[config.mk]
export PLATFORM = sky130hd
export DESIGN_NAME = twin_irq_ctrl
export DESIGN_NICKNAME = d
export VERILOG_FILES = /design/src/rtl/irqt_pkg.sv /design/src/rtl/interval_timer.sv /design/src/rtl/scan_events.sv /design/src/rtl/irq_route.sv /design/src/rtl/twin_irq_ctrl.sv
export SDC_FILE = /design/constraint.sdc
export NUM_CORES = 1
export LEC_CHECK = 0
export ABC_AREA = 1
export BUFFER_PORTS_ARGS = -buffer_cell sky130_fd_sc_hd__clkbuf_2
export CAP_MARGIN = 20
export CELL_PAD_IN_SITES_DETAIL_PLACEMENT = 1
export CELL_PAD_IN_SITES_GLOBAL_PLACEMENT = 2
export CORE_MARGIN = 1
export CORE_UTILIZATION = 25
export DETAILED_ROUTE_END_ITERATION = 8
export GPL_TIMING_DRIVEN = 0
export PLACE_DENSITY_LB_ADDON = 0.1
export SYNTH_ARGS = -nofsm -noshare
export SYNTH_HDL_FRONTEND = slang
export SYNTH_SLANG_ARGS = --single-unit
[constraint.sdc]
create_clock -name clk -period 1.4 [get_ports clk]
set_input_delay 0.21 -clock clk [delete_from_list [all_inputs] [get_ports clk]]
set_output_delay 0.21 -clock clk [all_outputs]
set_load 0.05 [all_outputs]
[src/rtl/irqt_pkg.sv]
`timescale 1ns/1ps
// Shared constants for the dual-processor interrupt timer.
// Assumes four sources and a two-bit host offset space.
package irqt_pkg;
    localparam int NSRC   = 4;
    localparam int ADDR_W = 2;

    // Source index within a processor's line vector and mask
    localparam int SRC_TIMER  = 0;
    localparam int SRC_SOUND  = 1;
    localparam int SRC_VBLANK = 2;
    localparam int SRC_SPRITE = 3;

    typedef enum logic [1:0] {
        TM_STOP  = 2'd0,
        TM_HSYNC = 2'd1,
        TM_RSVD  = 2'd2,
        TM_CLOCK = 2'd3
    } tmode_e;

    localparam logic [ADDR_W-1:0] OFS_RELOAD = 2'd0;
    localparam logic [ADDR_W-1:0] OFS_MODE   = 2'd1;
    localparam logic [ADDR_W-1:0] OFS_MASK0  = 2'd2;
endpackage

[src/rtl/interval_timer.sv]
`timescale 1ns/1ps
// Reloadable up-counter of CNT_W bits, shared by both processors.
// It fires on the step past all-ones and restarts from the stored
// restart value. Leaving a running mode for the stopped mode takes
// one final step. Assumes the tick inputs are single-cycle enables.
module interval_timer
    import irqt_pkg::*;
#(
    parameter int CNT_W = 12
) (
    input  logic             clk,
    input  logic             rst_n,
    input  logic             reload_we,
    input  logic [CNT_W-1:0] reload_d,
    input  logic             mode_we,
    input  logic [1:0]       mode_d,
    input  logic             hsync_tick,
    input  logic             timer_tick,
    output logic [CNT_W-1:0] count_o,
    output logic [CNT_W-1:0] reload_o,
    output logic [1:0]       mode_o,
    output logic             fire_o
);
    logic [CNT_W-1:0] count_q;
    logic [CNT_W-1:0] reload_q;
    tmode_e           mode_q;
    logic             adv;
    logic             last_step;
    logic             step;

    // Decide whether the counter moves this cycle and whether it wraps
    always_comb begin
        adv       = (mode_q == TM_HSYNC && hsync_tick) ||
                    (mode_q == TM_CLOCK && timer_tick);
        last_step = mode_we && (mode_q != TM_STOP) && (mode_d == 2'd0);
        step      = adv || last_step;
        fire_o    = step && (&count_q);
    end

    // Counter, restart value and mode registers
    always_ff @(posedge clk) begin
        if (!rst_n) begin
            count_q  <= '0;
            reload_q <= '0;
            mode_q   <= TM_STOP;
        end else begin
            if (fire_o)
                count_q <= reload_q;
            else if (step)
                count_q <= count_q + 1'b1;
            if (reload_we)
                reload_q <= reload_d;
            if (mode_we)
                mode_q <= tmode_e'(mode_d);
        end
    end

    assign count_o  = count_q;
    assign reload_o = reload_q;
    assign mode_o   = mode_q;
endmodule

[src/rtl/scan_events.sv]
`timescale 1ns/1ps
// Video event flags and the sound level sample.
// The sprite and vblank flags are set by a strobe on their fixed
// scanlines and dropped by a common clear; a set wins over a clear.
// The sound level is registered once. Assumes line_num is stable
// while line_stb is high.
module scan_events #(
    parameter int LINE_W   = 9,
    parameter int SPR_LINE = 0,
    parameter int VBL_LINE = 384
) (
    input  logic              clk,
    input  logic              rst_n,
    input  logic              line_stb,
    input  logic [LINE_W-1:0] line_num,
    input  logic              line_clr,
    input  logic              snd_irq,
    output logic              spr_o,
    output logic              vbl_o,
    output logic              snd_o
);
    localparam logic [LINE_W-1:0] SPR_L = LINE_W'(SPR_LINE);
    localparam logic [LINE_W-1:0] VBL_L = LINE_W'(VBL_LINE);

    logic spr_q, vbl_q, snd_q;
    logic spr_hit, vbl_hit;

    // Match the strobed scanline against the two event lines
    always_comb begin
        spr_hit = line_stb && (line_num == SPR_L);
        vbl_hit = line_stb && (line_num == VBL_L);
    end

    // Event flags with set priority and the sound sample
    always_ff @(posedge clk) begin
        if (!rst_n) begin
            spr_q <= 1'b0;
            vbl_q <= 1'b0;
            snd_q <= 1'b0;
        end else begin
            if (spr_hit)       spr_q <= 1'b1;
            else if (line_clr) spr_q <= 1'b0;
            if (vbl_hit)       vbl_q <= 1'b1;
            else if (line_clr) vbl_q <= 1'b0;
            snd_q <= snd_irq;
        end
    end

    assign spr_o = spr_q;
    assign vbl_o = vbl_q;
    assign snd_o = snd_q;
endmodule

[src/rtl/irq_route.sv]
`timescale 1ns/1ps
// Per-processor mask and timer request.
// Gates the shared source levels with this processor's mask. The
// timer request is set by a fire and cleared by a mask access;
// a fire in the same cycle wins.
module irq_route
    import irqt_pkg::*;
(
    input  logic            clk,
    input  logic            rst_n,
    input  logic            mask_we,
    input  logic [NSRC-1:0] mask_d,
    input  logic            pend_clr,
    input  logic            fire,
    input  logic [NSRC-1:1] ev_lvl,
    output logic [NSRC-1:0] irq_o,
    output logic            pend_o
);
    logic [NSRC-1:0] mask_q;
    logic            pend_q;

    // Mask storage and timer request with fire priority
    always_ff @(posedge clk) begin
        if (!rst_n) begin
            mask_q <= '0;
            pend_q <= 1'b0;
        end else begin
            if (mask_we)
                mask_q <= mask_d;
            if (fire)
                pend_q <= 1'b1;
            else if (pend_clr)
                pend_q <= 1'b0;
        end
    end

    // Gate every source with its enable bit
    always_comb begin
        irq_o = {ev_lvl, pend_q} & mask_q;
    end

    assign pend_o = pend_q;
endmodule

[src/rtl/twin_irq_ctrl.sv]
`timescale 1ns/1ps
// Interrupt controller for two processors with one shared interval
// timer. Decodes the host strobes, runs the timer and the video
// and sound sources, and builds one routed line set per processor.
// Assumes one host access per cycle.
module twin_irq_ctrl
    import irqt_pkg::*;
#(
    parameter int CNT_W    = 12,
    parameter int LINE_W   = 9,
    parameter int SPR_LINE = 0,
    parameter int VBL_LINE = 384
) (
    input  logic              clk,
    input  logic              rst_n,
    input  logic              host_wr,
    input  logic              host_rd,
    input  logic [ADDR_W-1:0] host_addr,
    input  logic [CNT_W-1:0]  host_wdata,
    output logic [CNT_W-1:0]  host_rdata,
    input  logic              hsync_tick,
    input  logic              timer_tick,
    input  logic              line_stb,
    input  logic [LINE_W-1:0] line_num,
    input  logic              line_clr,
    input  logic              snd_irq,
    output logic [NSRC-1:0]   irq_a,
    output logic [NSRC-1:0]   irq_b
);
    localparam int N_CPU = 2;

    logic             timer_fire;
    logic [1:0]       tmr_mode;
    logic [CNT_W-1:0] tmr_reload;
    logic [CNT_W-1:0] tmr_count;
    logic             ev_spr, ev_vbl, ev_snd;
    logic [NSRC-1:1]  ev_lvl;
    logic [N_CPU-1:0] pend_vec;
    logic [NSRC-1:0]  lines [N_CPU];

    interval_timer #(.CNT_W(CNT_W)) u_tmr (
        .clk        (clk),
        .rst_n      (rst_n),
        .reload_we  (host_wr && host_addr == OFS_RELOAD),
        .reload_d   (host_wdata),
        .mode_we    (host_wr && host_addr == OFS_MODE),
        .mode_d     (host_wdata[1:0]),
        .hsync_tick (hsync_tick),
        .timer_tick (timer_tick),
        .count_o    (tmr_count),
        .reload_o   (tmr_reload),
        .mode_o     (tmr_mode),
        .fire_o     (timer_fire)
    );

    scan_events #(
        .LINE_W   (LINE_W),
        .SPR_LINE (SPR_LINE),
        .VBL_LINE (VBL_LINE)
    ) u_ev (
        .clk      (clk),
        .rst_n    (rst_n),
        .line_stb (line_stb),
        .line_num (line_num),
        .line_clr (line_clr),
        .snd_irq  (snd_irq),
        .spr_o    (ev_spr),
        .vbl_o    (ev_vbl),
        .snd_o    (ev_snd)
    );

    // Assemble shared source levels in line-bit order
    always_comb begin
        ev_lvl = '0;
        ev_lvl[SRC_SOUND]  = ev_snd;
        ev_lvl[SRC_VBLANK] = ev_vbl;
        ev_lvl[SRC_SPRITE] = ev_spr;
    end

    for (genvar c = 0; c < N_CPU; c++) begin : g_cpu
        localparam logic [ADDR_W-1:0] MY_OFS = ADDR_W'(int'(OFS_MASK0) + c);
        irq_route u_route (
            .clk      (clk),
            .rst_n    (rst_n),
            .mask_we  (host_wr && host_addr == MY_OFS),
            .mask_d   (host_wdata[NSRC-1:0]),
            .pend_clr ((host_wr || host_rd) && host_addr == MY_OFS),
            .fire     (timer_fire),
            .ev_lvl   (ev_lvl),
            .irq_o    (lines[c]),
            .pend_o   (pend_vec[c])
        );
    end

    assign irq_a      = lines[0];
    assign irq_b      = lines[1];
    assign host_rdata = tmr_count;
endmodule

==> results of run 1 <==
per-stage QoR:
step	setup slack, ns	util [%]	instances
6_report	-0.0770	34.6	463
5_1_grt	-0.177	34.6	463
4_1_cts	-0.0747	33.8	461
3_5_place_dp	-0.178	31.3	444
3_3_place_gp	-0.158	31.3	444
2_1_floorplan	-0.123	-	292
routing by layer:
metal  up-vias  wire length [um]  track usage [%]
met5         -                 0                0
met4         0                82             4.37
met3         7               232             2.68
met2        51              2610             24.6
met1       947              3060             21.6
li1       1066                 -                -
logic make-up after synthesis:
| logic type | count (synthesis) | synth area share (%) |
|---|---|---|
| AND/OR/NAND/NOR | 134 | 31.9 |
| AO/OA/AOI/OAI | 67 | 17.8 |
| flip-flops | 39 | 39.0 |
| buffers and inverters | 50 | 10.2 |
| adder cells (fa/ha/maj) | 1 | 0.626 |
| XOR/XNOR | 1 | 0.438 |
final cells by class:
class | instances | share of cell area [%]
Buffer | 9 | 2.44
Timing Repair Buffer | 61 | 12.6
Sequential cell | 39 | 30.1
Multi-Input combinational cell | 203 | 40.8
Clock buffer | 7 | 3.23
Clock inverter | 1 | 0.328
Tap cell | 102 | 4.78
Inverter | 41 | 5.76
synthesized netlist by cell type, types with 5 or more instances:
| cell | instances | area [um2] |
|---|---|---|
| clkbuf_1 | 5 | 18.8 |
| o21ai_0 | 26 | 130 |
| nand3_1 | 15 | 75.1 |
| dfxtp_1 | 39 | 781 |
| inv_1 | 39 | 146 |
| nand2_1 | 63 | 236 |
| nor2_1 | 30 | 113 |
| a21oi_1 | 31 | 155 |
| nand2_2 | 6 | 37.5 |
worst max path at each step:
stage                                   from                            end  cells after the start
4_1_cts        u_tmr.count_o[1]$_SDFFE_PN0P_  u_tmr.count_o[0]$_SDFFE_PN0P_                      9
6_report       u_tmr.count_o[1]$_SDFFE_PN0P_  u_tmr.count_o[7]$_SDFFE_PN0P_                      8
3_5_place_dp   u_tmr.count_o[1]$_SDFFE_PN0P_  u_tmr.count_o[7]$_SDFFE_PN0P_                      7
2_1_floorplan  u_tmr.count_o[1]$_SDFFE_PN0P_  u_tmr.count_o[0]$_SDFFE_PN0P_                      9
5_1_grt        u_tmr.count_o[1]$_SDFFE_PN0P_  u_tmr.count_o[9]$_SDFFE_PN0P_                     10
3_3_place_gp   u_tmr.count_o[1]$_SDFFE_PN0P_  u_tmr.count_o[7]$_SDFFE_PN0P_                      7
what timing repair did:
action | in CTS | in global routing
buffers inserted | 9 | 2
pin swaps | 4 | 6
setup endpoints to repair | 13 | 14
cloned | 0 | 0
gates resized for setup | 7 | 16
worst min-delay path, delay by kind of cell:
| family | cells | cell delay (ns) |
|---|---|---|
| buffers and inverters | 2 | 0.11 |
| and+or+nand+nor | 1 | 0.04 |
registers in the layout, summed over array words and instances, names as in the netlist:
register,cells
u_tmr.count_o,12
u_tmr.reload_o,12
g_cpu.u_route.mask_q,8
g_cpu.u_route.pend_o,2
u_tmr.mode_o,2
u_ev.snd_o,1
u_ev.spr_o,1
u_ev.vbl_o,1
power breakdown:
part           internal [uW]  switching, uW  total (uW)
clock                    405            429         834
combinational           86.9            140         227
sequential              1140           20.9        1160
==> impl_metrics.ini, run 1 <==
[sta]
setup_viol = 10
relSlewSlack_pct = 52.7
tns_ns = -0.479
slew_viol_final = 0
final.min_clock_period_ns = 1.48
hold_violations = 0
tightest_slew_ns = 0.710
fmax_mhz = 677
timing.final.crit_share_pct = 105
final.hold.worst_slack_ns = 0.0970
setup_slack_ns = -0.0770
rsz0062_at_grt = yes
clock_skew_ns = 0.00292

[critical_path]
critPathTopFamily = simple AND/OR/NAND/NOR gates
worstReg2RegStart = u_tmr.count_o[1]$_SDFFE_PN0P_
critPathMaxFanout = 5
worstSetupPathType = reg -> reg
r2r_setup_slack_ns = -0.08
rr_worst_depth = 8
worst_path_largest_cell_delay_ns = 0.37
worst-path-buf-inv = 1
path_cells = ha_4 > nand2_4 > nor2_4 > buf_6 > nand3_4 > o21a_1 > nand2_2 > a21oi_2
end_kind = flop
worst_setup_path_start_kind = flop
cp.arrival_ns = 1.63
crit_slowest_cell = dfxtp_4
r2r-end = u_tmr.count_o[7]$_SDFFE_PN0P_
cp_data_required_time_ns = 1.56

[cts]
numCtsBuffers = 5
root_buffer = clkbuf_8
clock_path_buffers = 2
cts_tree = built
clkTransAtPathRegs_ns = 0.08
holdBufCountCts = 0
clkLatencyLatePin_ns = 0.29
cts.sinks = 39
cts.htree.levels = 2

[grt]
overflow = 0
antenna_found_initial = 0
first_global_vias = 2047
grt_max_degree = 13
grtUsageTotal_pct = 15.6
grt_pass1_wl_um = 10200

[floorplan]
die_h_um = 91.4
design.core.area_um2 = 7730
die_area_um2 = 8360
io_pins = 52
start_util_pct = 25.9
std_cell_rows = 32
die_x_um = 91.4

[placement]
gp_congestion = 0.721
port_buffers = 50
dpl_cell_area_um2 = 2420
place_hpwl_um = 4470

[finish]
area_growth_pct = 33.6
final_common_cell = nand2_1
nFillCells = 1031
final_nets = 393
drive_above_1_share_pct = 33.5
final_cell_mix = 60 x nand2_1, 50 x clkbuf_2, 39 x inv_1
diodes = 0
fin_area_um2 = 2670
multi_input_area_um2 = 1090
ff_latch_area_um2 = 803

[power]
p_per_area_nw_per_um2 = 833
power.total_uw = 2230
peakVddDrop_uv = 394
leakage_uw = 0.00125

[synthesis]
synth_edf_count = 0
yosys_warnings = 0
ys_types = 28
netlist_area_um2 = 2000
synth_flop_cell = dfxtp_1
yosysSeqAreaShare_pct = 39.0
synthCells = 292
synth-seq-cells = 39
async_flop_share_pct = 0
avgSynthCellArea_um2 = 6.85
synth_fp_nets = 325

[routing]
vias_per_cell = 4.47
vias = 2071
drt_iter0_markers = 57
routed_wirelength_um = 5980
firstDrtPassIters = 4
wl_per_cell_um = 12.9
drc = 0
final_antenna_net_count = 0

[status]
violations = setup timing
status = finished with violations

[flow_run]
max_cap_viol_count = 0

[hold_path]
hp-start = snd_irq
hold_class = in -> reg
min_path_cells = 3
hold_path_end = u_ev.snd_o$_SDFF_PN0_
No activity file was read; power rests on OpenSTA's default activity.
==> run 2: changes to the inputs <==
--- a/config.mk
+++ b/config.mk
@@ -10,7 +10,7 @@
 export CAP_MARGIN = 20
 export CELL_PAD_IN_SITES_DETAIL_PLACEMENT = 1
 export CELL_PAD_IN_SITES_GLOBAL_PLACEMENT = 2
-export CORE_MARGIN = 1
+export CORE_MARGIN = 5
 export CORE_UTILIZATION = 25
 export DETAILED_ROUTE_END_ITERATION = 8
 export GPL_TIMING_DRIVEN = 0
==> run 2 against run 1 <==
The run still ends with setup timing left. First-iteration DRC count shrank 46%. Final cell count grew 0.65%. Sequential power is essentially flat. Clock skew grew 0.0036 ns. Via count shrank 0.53%. Clock power shrank 9.6%. Critical endpoint is now u_tmr.count_o[10]$_SDFFE_PN0P_. Largest cell class unchanged.
==> impl_metrics.ini, run 2 (synthesis gave the netlist of run 1 again) <==
[cts]
numCtsBuffers = 5
cts.sinks = 39
holdBufCountCts = 0
root_buffer = clkbuf_8
clock_path_buffers = 2
cts.htree.levels = 2
cts_tree = built
clkTransAtPathRegs_ns = 0.08
clkLatencyLatePin_ns = 0.29

[power]
combPwrFrac_pct = 10.6
power_frac_seq_pct = 54.2
switchingPower_uw = 566
p_per_area_nw_per_um2 = 789
switching_share_pct = 26.4
peakVddDrop_uv = 379
leakage_uw = 0.00125
clkPwrFrac_pct = 35.2
p_int_uw = 1580

[sta]
clock_skew_ns = 0.00653
tns_ns = -0.421
setup_slack_ns = -0.0559
fmax_mhz = 687
slew_viol_final = 0
final.min_clock_period_ns = 1.46
hold_violations = 0
timing.final.crit_share_pct = 104
tightest_slew_ns = 0.678
relSlewSlack_pct = 54.8
setup_viol = 10
rsz0062_at_grt = yes

[routing]
vias = 2060
routed_wirelength_um = 6320
final_antenna_net_count = 0
drt_iter0_markers = 31
wl_per_cell_um = 13.6
vias_per_cell = 4.42
firstDrtPassIters = 4
drc = 0

[floorplan]
design.core.area_um2 = 7770
die_x_um = 99.4
std_cell_rows = 32
io_pins = 52
die_area_um2 = 9890
start_util_pct = 25.7
die_h_um = 99.4

[finish]
diodes = 0
area_growth_pct = 35.9
final_nets = 396
fin_area_um2 = 2720
final_common_cell = nand2_1
fin_util_pct = 35.0
drive_above_1_share_pct = 33.0
final_cell_mix = 60 x nand2_1, 50 x clkbuf_2, 39 x inv_1

[critical_path]
cp_data_required_time_ns = 1.62
worst_setup_path_start_kind = flop
worstSetupPathType = reg -> reg
cp.arrival_ns = 1.67
critPathMaxFanout = 6
end_kind = flop

[grt]
antenna_found_initial = 0
grt_pass1_wl_um = 10500
grtUsageTotal_pct = 13.4
first_global_vias = 2113
overflow = 0
grt_max_degree = 12

[status]
status = finished with violations
violations = setup timing

[placement]
place_ws_ns = -0.180
gp_congestion = 0.755
dpl_cell_area_um2 = 2420
place_hpwl_um = 4730
port_buffers = 50

[hold_path]
hold_class = in -> reg

[flow_run]
max_cap_viol_count = 0
-- run 2: path summary, 6_finish.rpt --
path | from | slack (ns) | endpoint | cells past startpoint
max | u_tmr.count_o[1]$_SDFFE_PN0P_ | -0.06 | u_tmr.count_o[10]$_SDFFE_PN0P_ | 10
max reg2reg | u_tmr.count_o[1]$_SDFFE_PN0P_ | -0.06 | u_tmr.count_o[10]$_SDFFE_PN0P_ | 10
min | snd_irq | 0.10 | u_ev.snd_o$_SDFF_PN0_ | 3
min reg2reg | g_cpu[1].u_route.mask_q[0]$_SDFFE_PN0P_ | 0.45 | g_cpu[1].u_route.mask_q[0]$_SDFFE_PN0P_ | 2
-- run 2: what timing repair did --
item                       in CTS  in global routing
cloned                          1                  0
gates resized for setup        18                  9
pin swaps                       7                 10
setup endpoints to repair      13                 14
buffers inserted               12                  1
-- run 2: stage by stage --
step                std cells  power [uW]  hold slack, ns
floorplan                 292        1310           0.308
global placement          444        1410           0.395
detailed placement        444        1410           0.397
CTS                       465        2190          0.0895
global route              466        2260           0.111
finish                    466        2140           0.101
-- run 2: final cells by class --
| type | instances | area (um2) |
|---|---|---|
| fill | 999 | 5050 |
| multi-input combinational | 203 | 1100 |
| sequential | 39 | 803 |
| timing repair buffer | 64 | 394 |
| inverter | 41 | 154 |
| tap | 102 | 128 |
| clock buffer | 7 | 76.3 |
| buffer | 9 | 61.3 |
| clock inverter | 1 | 5.00 |
-- run 2: critical path, cell delays in order (launching register included) --
cell	delay (ns)
dfxtp_4	0.37
ha_4	0.14
nand2_4	0.06
nor2_4	0.15
nand2_4	0.08
nor2_8	0.14
nand2_8	0.09
buf_4	0.14
nand2_1	0.06
nand2_1	0.05
a21oi_1	0.10
-- run 2: power groups by stage --
stage          Clock [uW]  Combinational [uW]  Sequential [uW]
3_3_place_gp            0                 215             1190
2_1_floorplan           0                 114             1200
3_5_place_dp            0                 219             1190
6_report              754                 227             1160
5_1_grt               838                 259             1170
4_1_cts               797                 231             1160
-- run 2: per-layer routing --
metal	vias up	global-route usage [%]	wire length, um
li1	1078	-	-
met1	924	18.1	3100
met2	48	21.4	2800
met3	10	2.95	335
met4	0	3.47	85
met5	-	0	0
==> run 3: changes to the inputs <==
--- a/config.mk
+++ b/config.mk
@@ -6,7 +6,7 @@
 export NUM_CORES = 1
 export LEC_CHECK = 0
 export ABC_AREA = 1
-export BUFFER_PORTS_ARGS = -buffer_cell sky130_fd_sc_hd__clkbuf_2
+export BUFFER_PORTS_ARGS = -buffer_cell sky130_fd_sc_hd__buf_2
 export CAP_MARGIN = 20
 export CELL_PAD_IN_SITES_DETAIL_PLACEMENT = 1
 export CELL_PAD_IN_SITES_GLOBAL_PLACEMENT = 2
==> run 3 against run 2 <==
The flow still finishes with violations (setup timing). Sequential share of layout area increased by 0.38 points. Via count down 0.87%. Routed wire length is 1.2% lower. Clock power grew 25%. Flip-flop and latch count stayed put. Register-to-register slack hardly changed. Worst setup slack improved by 0.010 ns. First-iteration DRC count is 74% higher. Power increased by 8.6%.
==> impl_metrics.ini, run 3 (synthesis gave the netlist of run 1 again) <==
[sta]
relSlewSlack_pct = 56.9
hold_violations = 0
setup_viol = 9
tightest_slew_ns = 0.646
slew_viol_final = 0
timing.final.crit_share_pct = 103
final.hold.worst_slack_ns = 0.0910
rsz0062_at_grt = yes
setup_slack_ns = -0.0459
clock_skew_ns = 0.00768
fmax_mhz = 692
tns_ns = -0.291
final.min_clock_period_ns = 1.45

[power]
combPwrFrac_pct = 9.6
switching_share_pct = 25.5
peakVddDrop_uv = 278
p_int_uw = 1730
p_per_area_nw_per_um2 = 865
power.total_uw = 2330
leakage_uw = 0.00128
power_frac_seq_pct = 50.0
clkPwrFrac_pct = 40.4
switchingPower_uw = 594

[routing]
firstDrtPassIters = 4
wl_per_cell_um = 13.5
routed_wirelength_um = 6250
drc = 0
final_antenna_net_count = 0
drt_iter0_markers = 54
vias = 2042
vias_per_cell = 4.40

[placement]
dp_cells = 444
port_buffers = 50
gp_congestion = 0.736
place_ws_ns = -0.193
place_hpwl_um = 4700

[cts]
clkTransAtPathRegs_ns = 0.08
numCtsBuffers = 5
clock_path_buffers = 2
cts.htree.levels = 2
clkLatencyLatePin_ns = 0.30
root_buffer = clkbuf_8
cts_tree = built
cts.sinks = 39

[grt]
overflow = 0
antenna_found_initial = 0
grtUsageTotal_pct = 13.2
first_global_vias = 2119
grt_pass1_wl_um = 10400
grt_max_degree = 13

[critical_path]
r2r_setup_slack_ns = -0.05
r2r-end = u_tmr.count_o[6]$_SDFFE_PN0P_
rr_worst_depth = 9
cp.arrival_ns = 1.63
worst_setup_path_start_kind = flop
worstSetupPathType = reg -> reg
cp_data_required_time_ns = 1.58
critPathMaxFanout = 6
end_kind = flop
worstReg2RegStart = u_tmr.count_o[0]$_SDFFE_PN0P_

[status]
status = finished with violations
violations = setup timing

[hold_path]
hold_class = in -> reg
hold_path_end = u_ev.snd_o$_SDFF_PN0_
min_path_cells = 3
hp-start = snd_irq

[floorplan]
die_x_um = 99.4
die_area_um2 = 9890
die_h_um = 99.4
start_util_pct = 25.7
io_pins = 52
std_cell_rows = 32
design.core.area_um2 = 7770

[finish]
final_cell_mix = 62 x nand2_1, 50 x buf_2, 39 x inv_1
drive_above_1_share_pct = 33.1
area_growth_pct = 34.6
final_nets = 394
final_cells = 464
final_common_cell = nand2_1
diodes = 0

[flow_run]
max_cap_viol_count = 0
## run 3: cell count changes in the layout (fill, tap and decap cells not counted), sizes merged
cell	change
buf	+48
clkbuf	-50
## run 3: critical path: stages (launching register included)
cell     delay (ns)
dfxtp_4        0.37
ha_4           0.14
nand2_4        0.06
nor2_4         0.12
nand2_4        0.08
nor2_8         0.13
nand2_4        0.10
buf_12         0.15
o21ai_2        0.11
a21oi_1        0.06
## run 3: timing repair
item                       CTS  global route
resized for setup           11             7
setup endpoints to repair   13            14
pin swaps                    6             0
setup buffers               11             0
hold buffers                 0             0
cloned                       1             0
## run 3: power by group through the flow
stage          Sequential (uW)  Clock [uW]  Combinational, uW
6_report                  1160         940                225
5_1_grt                   1170        1010                257
4_1_cts                   1160         974                229
3_3_place_gp              1190           0                215
2_1_floorplan             1200           0                114
3_5_place_dp              1190           0                218
## run 3: how the worst max path moves through the flow
| stage | from | to | slack, ns | cells past startpoint |
|---|---|---|---|---|
| 6_report | u_tmr.count_o[0]$_SDFFE_PN0P_ | u_tmr.count_o[6]$_SDFFE_PN0P_ | -0.05 | 9 |
| 2_1_floorplan | u_tmr.count_o[1]$_SDFFE_PN0P_ | u_tmr.count_o[0]$_SDFFE_PN0P_ | -0.12 | 9 |
| 3_5_place_dp | u_tmr.count_o[1]$_SDFFE_PN0P_ | u_tmr.count_o[6]$_SDFFE_PN0P_ | -0.19 | 9 |
| 3_3_place_gp | u_tmr.count_o[1]$_SDFFE_PN0P_ | u_tmr.count_o[7]$_SDFFE_PN0P_ | -0.15 | 7 |
| 5_1_grt | u_tmr.count_o[0]$_SDFFE_PN0P_ | u_tmr.count_o[4]$_SDFFE_PN0P_ | -0.15 | 10 |
| 4_1_cts | u_tmr.count_o[0]$_SDFFE_PN0P_ | u_tmr.count_o[11]$_SDFFE_PN0P_ | -0.03 | 10 |
## run 3: area by class of cell
type | count | area (um2)
fillers | 993 | 5080
clock inverters | 1 | 5.00
well taps | 102 | 128
flip-flops and latches | 39 | 806
plain buffers | 9 | 61.3
multi-input cells | 203 | 1070
inverters | 41 | 154
clock buffers | 7 | 108
repair buffers | 62 | 360
## run 3: routing by layer
metal / track usage (%) / routed length [um] / part of all wire, % / up-vias
met5: 0 / 0 / 0 / -
met4: 3.78 / 82 / 1.3 / 0
met3: 2.81 / 262 / 4.2 / 6
met2: 21.1 / 2800 / 45 / 34
met1: 18.0 / 3110 / 50 / 932
li1: - / - / - / 1070
## run 3: through the flow
step,utilization [%],instance area [um2]
6_report,34.6,2690
4_1_cts,34.5,2680
2_1_floorplan,-,2040
3_3_place_gp,31.1,2420
3_5_place_dp,31.1,2420
5_1_grt,34.6,2690
